==> config.mk <==
export PLATFORM = sky130hd
export DESIGN_NAME = dmareg_top
export DESIGN_NICKNAME = d
export VERILOG_FILES = /design/src/rtl/dmareg_pkg.sv /design/src/rtl/dmareg_dec.sv /design/src/rtl/dmareg_chan.sv /design/src/rtl/dmareg_irq.sv /design/src/rtl/dmareg_top.sv
export SDC_FILE = /design/constraint.sdc
export NUM_CORES = 2
export LEC_CHECK = 0
export BUFFER_PORTS_ARGS = -buffer_cell sky130_fd_sc_hd__buf_4
export CAP_MARGIN = 20
export CORE_MARGIN = 3
export CORE_UTILIZATION = 52
export DETAILED_ROUTE_END_ITERATION = 8
export GPL_TIMING_DRIVEN = 0
export PLACE_DENSITY_LB_ADDON = 0.15
export SKIP_LAST_GASP = 1
export SLEW_MARGIN = 15
export SYNTH_ARGS = -nofsm -noshare
export SYNTH_HDL_FRONTEND = slang
export SYNTH_HIERARCHICAL = 1
export SYNTH_SLANG_ARGS = --single-unit
==> constraint.sdc <==
create_clock -name clk -period 5.51 [get_ports clk]
set_input_delay 0 -clock clk [delete_from_list [all_inputs] [get_ports clk]]
set_output_delay 0 -clock clk [all_outputs]
set_load 0.01 [all_outputs]
==> src/rtl/dmareg_pkg.sv <==
package dmareg_pkg;

  typedef enum logic [2:0] {
    SL_LHI = 3'd0,
    SL_LLO = 3'd1,
    SL_LEN = 3'd2,
    SL_BLK = 3'd3,
    SL_EN  = 3'd4,
    SL_ROW = 3'd5
  } slot_e;

  // byte offsets inside one 64-byte instance
  localparam logic [5:0] RX_LHI = 6'h00;
  localparam logic [5:0] RX_LLO = 6'h04;
  localparam logic [5:0] RX_LEN = 6'h0C;
  localparam logic [5:0] RX_BLK = 6'h10;
  localparam logic [5:0] RX_EN  = 6'h14;
  localparam logic [5:0] RX_ROW = 6'h30;
  localparam logic [5:0] TX_LHI = 6'h18;
  localparam logic [5:0] TX_LLO = 6'h1C;
  localparam logic [5:0] TX_BLK = 6'h24;
  localparam logic [5:0] TX_LEN = 6'h2C;
  localparam logic [5:0] ACR_OFF = 6'h34;

  localparam logic [31:0] ISR_ADDR = 32'h0008_0000;
  localparam logic [31:0] IPR_ADDR = 32'h0008_0004;
  localparam logic [31:0] IER_ADDR = 32'h0008_0008;

endpackage

==> src/rtl/dmareg_dec.sv <==
module dmareg_dec
  import dmareg_pkg::*;
#(
  parameter int NUM_INST = 4,
  parameter int ADDR_W   = 20,
  localparam int INST_W  = (NUM_INST > 1) ? $clog2(NUM_INST) : 1,
  localparam int CH_W    = INST_W + 1
) (
  input  logic [ADDR_W-1:0] addr_i,
  output logic              hit_ch_o,
  output logic [CH_W-1:0]   ch_o,
  output slot_e             slot_o,
  output logic              hit_acr_o,
  output logic              hit_isr_o,
  output logic              hit_ipr_o,
  output logic              hit_ier_o
);

  logic [ADDR_W-7:0] upper;
  logic [5:0]        off;
  logic [INST_W-1:0] inst;
  logic              inst_ok;

  assign upper   = addr_i[ADDR_W-1:6];
  assign off     = addr_i[5:0];
  assign inst    = addr_i[6 +: INST_W];
  assign inst_ok = (upper < (ADDR_W-6)'(NUM_INST));

  always_comb begin
    hit_ch_o  = 1'b0;
    ch_o      = '0;
    slot_o    = SL_LHI;
    hit_acr_o = 1'b0;
    if (inst_ok) begin
      case (off)
        RX_LHI: begin hit_ch_o = 1'b1; ch_o = {inst, 1'b0}; slot_o = SL_LHI; end
        RX_LLO: begin hit_ch_o = 1'b1; ch_o = {inst, 1'b0}; slot_o = SL_LLO; end
        RX_LEN: begin hit_ch_o = 1'b1; ch_o = {inst, 1'b0}; slot_o = SL_LEN; end
        RX_BLK: begin hit_ch_o = 1'b1; ch_o = {inst, 1'b0}; slot_o = SL_BLK; end
        RX_EN:  begin hit_ch_o = 1'b1; ch_o = {inst, 1'b0}; slot_o = SL_EN;  end
        RX_ROW: begin hit_ch_o = 1'b1; ch_o = {inst, 1'b0}; slot_o = SL_ROW; end
        TX_LHI: begin hit_ch_o = 1'b1; ch_o = {inst, 1'b1}; slot_o = SL_LHI; end
        TX_LLO: begin hit_ch_o = 1'b1; ch_o = {inst, 1'b1}; slot_o = SL_LLO; end
        TX_BLK: begin hit_ch_o = 1'b1; ch_o = {inst, 1'b1}; slot_o = SL_BLK; end
        TX_LEN: begin hit_ch_o = 1'b1; ch_o = {inst, 1'b1}; slot_o = SL_LEN; end
        ACR_OFF: hit_acr_o = (upper == '0);
        default: ;
      endcase
    end
  end

  assign hit_isr_o = (addr_i == ISR_ADDR[ADDR_W-1:0]);
  assign hit_ipr_o = (addr_i == IPR_ADDR[ADDR_W-1:0]);
  assign hit_ier_o = (addr_i == IER_ADDR[ADDR_W-1:0]);

endmodule

==> src/rtl/dmareg_chan.sv <==
module dmareg_chan
  import dmareg_pkg::*;
#(
  parameter bit IS_RX = 1'b1,
  parameter int DW    = 32
) (
  input  logic          clk,
  input  logic          rst,
  input  logic          wr_i,
  input  slot_e         slot_i,
  input  logic [DW-1:0] wdata_i,
  output logic [DW-1:0] rdata_o,
  output logic          start_o
);

  // list-high, list-low, length, block length
  logic [DW-1:0] base_q [4];
  logic          start_q;

  always_ff @(posedge clk) begin
    if (rst) begin
      for (int k = 0; k < 4; k++) base_q[k] <= '0;
    end else if (wr_i && (slot_i inside {SL_LHI, SL_LLO, SL_LEN, SL_BLK})) begin
      base_q[slot_i[1:0]] <= wdata_i;
    end
  end

  generate
    if (IS_RX) begin : g_rx
      logic          en_q;
      logic [DW-1:0] row_q;

      always_ff @(posedge clk) begin
        if (rst) begin
          en_q    <= 1'b0;
          row_q   <= '0;
          start_q <= 1'b0;
        end else begin
          start_q <= wr_i && (slot_i == SL_EN) && wdata_i[0];
          if (wr_i && (slot_i == SL_EN))  en_q  <= wdata_i[0];
          if (wr_i && (slot_i == SL_ROW)) row_q <= wdata_i;
        end
      end

      always_comb begin
        case (slot_i)
          SL_EN:   rdata_o = DW'(en_q);
          SL_ROW:  rdata_o = row_q;
          default: rdata_o = base_q[slot_i[1:0]];
        endcase
      end


      en_clear_chk: assert property (@(posedge clk) disable iff (rst)
        (wr_i && slot_i == SL_EN && !wdata_i[0]) |=> (!start_q && !en_q));

      en_set_chk: assert property (@(posedge clk) disable iff (rst)
        (wr_i && slot_i == SL_EN && wdata_i[0]) |=> (start_q && en_q));
    end else begin : g_tx
      always_ff @(posedge clk) begin
        if (rst) start_q <= 1'b0;
        else     start_q <= wr_i && (slot_i == SL_LLO);
      end

      always_comb begin
        if (slot_i inside {SL_EN, SL_ROW}) rdata_o = '0;
        else                               rdata_o = base_q[slot_i[1:0]];
      end


      tx_nostart_chk: assert property (@(posedge clk) disable iff (rst)
        (wr_i && slot_i != SL_LLO) |=> !start_q);

      tx_start_chk: assert property (@(posedge clk) disable iff (rst)
        (wr_i && slot_i == SL_LLO) |=> start_q);
    end
  endgenerate

  assign start_o = start_q;


  start_cause_chk: assert property (@(posedge clk) disable iff (rst)
    start_q |-> $past(wr_i));

endmodule

==> src/rtl/dmareg_irq.sv <==
module dmareg_irq #(
  parameter int NUM_CH = 8
) (
  input  logic              clk,
  input  logic              rst,
  input  logic [NUM_CH-1:0] done_i,
  input  logic              isr_wr_i,
  input  logic              ier_wr_i,
  input  logic [NUM_CH-1:0] wdata_i,
  output logic [NUM_CH-1:0] status_o,
  output logic [NUM_CH-1:0] enable_o,
  output logic [NUM_CH-1:0] pending_o,
  output logic              irq_o
);

  logic [NUM_CH-1:0] status_q, status_d;
  logic [NUM_CH-1:0] enable_q, enable_d;
  logic              irq_q;

  always_comb begin
    // clear first, then set, so a same-cycle done pulse survives
    status_d = (status_q & ~(isr_wr_i ? wdata_i : '0)) | done_i;
    enable_d = ier_wr_i ? wdata_i : enable_q;
  end

  always_ff @(posedge clk) begin
    if (rst) begin
      status_q <= '0;
      enable_q <= '0;
      irq_q    <= 1'b0;
    end else begin
      status_q <= status_d;
      enable_q <= enable_d;
      irq_q    <= |(status_d & enable_d);
    end
  end

  assign status_o  = status_q;
  assign enable_o  = enable_q;
  assign pending_o = status_q & enable_q;
  assign irq_o     = irq_q;


  done_set_chk: assert property (@(posedge clk) disable iff (rst)
    (|done_i) |=> ((status_q & $past(done_i)) == $past(done_i)));

  w1c_chk: assert property (@(posedge clk) disable iff (rst)
    isr_wr_i |=> ((status_q & $past(wdata_i & ~done_i)) == '0));

  irq_level_chk: assert property (@(posedge clk) disable iff (rst)
    irq_q == (|(status_q & enable_q)));

  mask_all_chk: assert property (@(posedge clk) disable iff (rst)
    (ier_wr_i && wdata_i == '0) |=> !irq_q);

endmodule

==> src/rtl/dmareg_top.sv <==
module dmareg_top
  import dmareg_pkg::*;
#(
  parameter int NUM_INST = 4,
  parameter int ADDR_W   = 20,
  parameter int DW       = 32
) (
  input  logic                  clk,
  input  logic                  rst,
  input  logic                  bus_wr,
  input  logic                  bus_rd,
  input  logic [ADDR_W-1:0]     bus_addr,
  input  logic [DW-1:0]         bus_wdata,
  output logic [DW-1:0]         bus_rdata,
  output logic                  bus_rvalid,
  input  logic [2*NUM_INST-1:0] done_i,
  output logic [2*NUM_INST-1:0] start_o,
  output logic                  irq_o
);

  localparam int NUM_CH = 2 * NUM_INST;
  localparam int INST_W = (NUM_INST > 1) ? $clog2(NUM_INST) : 1;
  localparam int CH_W   = INST_W + 1;

  logic            hit_ch, hit_acr, hit_isr, hit_ipr, hit_ier;
  logic [CH_W-1:0] ch_sel;
  slot_e           slot;

  dmareg_dec #(
    .NUM_INST (NUM_INST),
    .ADDR_W   (ADDR_W)
  ) u_dec (
    .addr_i    (bus_addr),
    .hit_ch_o  (hit_ch),
    .ch_o      (ch_sel),
    .slot_o    (slot),
    .hit_acr_o (hit_acr),
    .hit_isr_o (hit_isr),
    .hit_ipr_o (hit_ipr),
    .hit_ier_o (hit_ier)
  );

  logic [DW-1:0] ch_rdata [NUM_CH];

  generate
    for (genvar c = 0; c < NUM_CH; c++) begin : g_ch
      dmareg_chan #(
        .IS_RX ((c % 2) == 0),
        .DW    (DW)
      ) u_chan (
        .clk     (clk),
        .rst     (rst),
        .wr_i    (bus_wr && hit_ch && (ch_sel == CH_W'(c))),
        .slot_i  (slot),
        .wdata_i (bus_wdata),
        .rdata_o (ch_rdata[c]),
        .start_o (start_o[c])
      );
    end
  endgenerate

  logic acr_q;
  always_ff @(posedge clk) begin
    if (rst)                    acr_q <= 1'b0;
    else if (bus_wr && hit_acr) acr_q <= bus_wdata[0];
  end

  logic [NUM_CH-1:0] status, enable, pending;

  dmareg_irq #(
    .NUM_CH (NUM_CH)
  ) u_irq (
    .clk       (clk),
    .rst       (rst),
    .done_i    (done_i),
    .isr_wr_i  (bus_wr && hit_isr),
    .ier_wr_i  (bus_wr && hit_ier),
    .wdata_i   (bus_wdata[NUM_CH-1:0]),
    .status_o  (status),
    .enable_o  (enable),
    .pending_o (pending),
    .irq_o     (irq_o)
  );

  logic [DW-1:0] rd_mux;
  always_comb begin
    rd_mux = '0;
    if (hit_ch)       rd_mux = ch_rdata[ch_sel];
    else if (hit_acr) rd_mux = DW'(acr_q);
    else if (hit_isr) rd_mux = DW'(status);
    else if (hit_ipr) rd_mux = DW'(pending);
    else if (hit_ier) rd_mux = DW'(enable);
  end

  logic [DW-1:0] rdata_q;
  logic          rvalid_q;
  always_ff @(posedge clk) begin
    if (rst) begin
      rdata_q  <= '0;
      rvalid_q <= 1'b0;
    end else begin
      rdata_q  <= bus_rd ? rd_mux : '0;
      rvalid_q <= bus_rd;
    end
  end

  assign bus_rdata  = rdata_q;
  assign bus_rvalid = rvalid_q;


  reset_quiet_chk: assert property (@(posedge clk)
    rst |=> (start_o == '0 && !irq_o && !bus_rvalid));

  rd_latency_chk: assert property (@(posedge clk) disable iff (rst)
    bus_rd |=> bus_rvalid);

  rd_idle_chk: assert property (@(posedge clk) disable iff (rst)
    !bus_rd |=> (!bus_rvalid && bus_rdata == '0));

  ipr_ro_chk: assert property (@(posedge clk) disable iff (rst)
    (bus_wr && hit_ipr && done_i == '0) |=> ($stable(status) && $stable(enable)));

endmodule

==> summary.txt <==
Outcome
  – Result of the run: finished clean

Timing
  – Worst Skew: 0.0221 ns
  – Worst setup margin: 0.140 ns
  – Fmax achieved: 0.186 GHz
  – Worst-Margin Slew: 1.28 ns
  – RSZ-0062 raised after global routing: false
  – Final min period: 5.37 ns
  – Final hold vios: 0
  – Fin. max-slew vios: 0
  – Final setup viols: 0
  – Max-slew headroom: 0.140
  – Tightest hold margin: 0.133 ns
  – Setup Total Neg Slack: 0 ns
  – Tcrit/Tclk final: 0.975

GRT
  – First-pass GRT wire length: 259000 um
  – Grt ovf: 0
  – Vias in the first global route: 37300
  – Routing usage on met2: 0.484
  – GRT Total Usage: 0.319
  – GR Util met3: 0.0845
  – Initial antenna violation count: 30
  – Met1 global-route usage: 0.443
  – Largest net degree at the start of global routing: 45
  – Gr busiest metal: met2

Placed design
  – Setup WS pre-CTS: -0.693 ns
  – Placed inst area: 0.0604 sq mm
  – Final HPWL DP: 120000 um
  – Dpl cells: 5969
  – Routability congestion estimate: 1.00
  – Buffers added on ports: 102

Drt
  – WL final: 182000 um
  – Vias/cell: 6.14
  – Initial DRC count: 5135
  – Antenna Violating Nets Remaining: 0
  – DRT Pass-1 Iters: 6
  – Routed len/inst: 29.0 um
  – # DRC: 0
  – Via count: 38500

Power
  – Sequential power share: 0.515
  – Total leakage power: 23.3 nW
  – P per Cell Area: 311 mW/mm^2
  – P_sw: 4.43 mW
  – Clk pwr share: 0.434
  – Internal Pwr Total: 15.8 mW
  – Comb pwr share: 0.051
  – Switching share of total power: 0.219
  – Total power: 20.3 mW
  – Peak supply drop: 0.000234 V

Synth
  – Area of the mapped netlist: 0.0571 sq mm
  – Syn Nets: 4499
  – Flops & latches, synth: 1215
  – Mean Syn Cell Area: 12.9 sq um
  – Area contributors post-synth: edfxtp_1 54%, mux4_2 7.3%, and2_1 7.1%, dfxtp_1 6.7%, mux2i_1 5.3%
  – Seq/Total Area, Yosys: 0.605
  – Cell variety after synth: 60
  – Cell taking the most area after synthesis: edfxtp_1
  – Primary FF master, synth: edfxtp_1
  – EDFF count, synth: 1024
  – Post-Syn Instances: 4435
  – Share of the synthesized area in the top cell type: 0.538
  – Synth async-reset ratio: 0
  – Yosys warnings: 6

Floorplan
  – Chip width: 337 um
  – IO Pins: 106
  – Starting Density: 0.528
  – Die area: 0.114 sq mm
  – Die H: 337 um
  – CORE AREA: 0.108 sq mm
  – Cell row count: 120

Final layout
  – Post-layout nets: 4818
  – Commonest cells after routing, fill and taps aside: 1024 x edfxtp_1, 651 x and2_1, 302 x mux2i_1
  – Finished Cell Area: 0.0652 sq mm
  – Share of cells above drive strength 1: 0.188
  – Commonest non-fill, non-tap cell in the layout: edfxtp_1
  – Area growth syn-to-layout: 14.1%
  – Layout Cells excl Fill: 6268
  – Final Core Density: 0.603

Setup path
  – WP data required: 5.86 ns
  – Critical path type: input port to flop
  – Critical Path Source Type: input port
  – Worst Path Arrival: 5.72 ns
  – Setup crit end kind: flop
  – Crit Path Max Fanout: 32
  – CP peak stage delay: 1.08 ns
  – Ordered cell list for the critical path: buf_4, nor4_4, nand4_2, nor2_1, nand3_1, nor3_2, nand2_1, nor4_2, or2_2
  – CP max stage cell: nor2_1

Clock network
  – CTS tree: built
  – Clock-pin slew on the worst setup and hold paths: 0.06 ns
  – Setup Fix Bufs, Post-CTS: 0
  – Worst skew pair latency: 0.74 ns
  – Clk sinks: 1215
  – Root Buffer: clkbuf_16
  – CTS buffer count: 133
  – H-tree depth: 4
  – CTS Buffer Depth: 3

Job
  – Max-Cap Viols: 0

Hold path
  – Worst Hold Class: input port to flop
-- power groups by stage --
stage | clock, mW | combinational (mW) | sequential [mW]
2_1_floorplan | 0 | 0.427 | 10.6
3_3_place_gp | 0 | 0.934 | 10.6
3_5_place_dp | 0 | 0.989 | 10.6
4_1_cts | 8.88 | 1.02 | 10.4
5_1_grt | 9.24 | 1.07 | 10.5
6_report | 8.80 | 1.04 | 10.4
-- final timing paths --
kind / cells after the start / endpoint / start / slack (ns)
max: 9 / g_ch[4].u_chan/base_q[1][5] / bus_addr[15] / 0.14
min: 3 / u_irq/status_o[7] / rst / 0.13
max reg2reg: 6 / bus_rdata[9] / g_ch[4].u_chan/base_q[0][9] / 3.08
min reg2reg: 2 / g_ch[4].u_chan/g_rx.row_q[28] / g_ch[4].u_chan/g_rx.row_q[28] / 0.45
-- worst max-delay path, delay by kind of cell --
kind                   cells  cell delay [ns]
buffers and inverters      1             0.18
AND/OR/NAND/NOR            8             5.49
-- timing repair --
| action | CTS | global route |
|---|---|---|
| endpoints found under the setup margin | 0 | 64 |
| hold endpoints to repair | 1178 | 0 |
| gates resized for setup | 0 | 1 |
| hold buffers | 52 | 0 |
-- synthesized netlist by cell type (all sizes together) (3+ instances only) --
| library cell | instances |
|---|---|
| nand3 | 5 |
| nor2 | 199 |
| mux4 | 185 |
| a22oi | 130 |
| o21ai | 3 |
| or3b | 8 |
| mux2i | 302 |
| inv | 137 |
| a21oi | 267 |
| o22ai | 4 |
| nor2b | 18 |
| nand3b | 11 |
| a221o | 5 |
| nand4b | 4 |
| dfxtp | 191 |
| and3 | 256 |
| nor4 | 10 |
| nor3 | 142 |
| buf | 189 |
| nand2b | 21 |
| or2 | 136 |
| nor4bb | 4 |
| nand2 | 289 |
| a21o | 8 |
| edfxtp | 1024 |
| and2 | 651 |
| a41o | 5 |
| a31o | 6 |
| o21bai | 8 |
| clkbuf | 174 |
| nor3b | 14 |
| mux2 | 8 |
| and4b | 4 |
| a311oi | 7 |
-- metal layers --
layer | routed length, um | vias to the layer above
met5 | 47 | -
met4 | 7280 | 8
met3 | 22100 | 367
met2 | 81300 | 2101
met1 | 71300 | 19300
li1 | - | 16700
-- flip-flops by register name, summed over array words and instances (netlist names) --
signal                  cells
g_ch.u_chan/base_q       1024
g_ch.u_chan/g_rx.row_q    128
bus_rdata                  32
g_ch.u_chan/start_o         8
u_irq/enable_o              8
u_irq/status_o              8
g_ch.u_chan/g_rx.en_q       4
acr_q                       1
bus_rvalid                  1
u_irq/irq_o                 1
-- area by class of cell --
class                   count  area, sq um
inverters                 137          514
plain buffers             363         1900
clock inverters            50          424
clock buffers             187         3850
flip-flops and latches   1215        34600
fillers                  8513        42900
well taps                1403         1760
diodes                      9         22.5
multi-input cells        2720        20300
repair buffers            184         1850
-- cells by family (layout without fill, tap and decap cells) --
logic type	after synthesis	in the layout	share of synthesized area
other	0	9	0
and+or+nand+nor	1777	1777	0.177
xor gates and xnor gates	1	1	0.000153
AOI/OAI and AO/OA	447	447	0.0477
muxes	495	495	0.127
DFF	1215	1215	0.605
buffers and inverters	500	921	0.0422
Note: power is estimated with default switching activity, not from simulation.
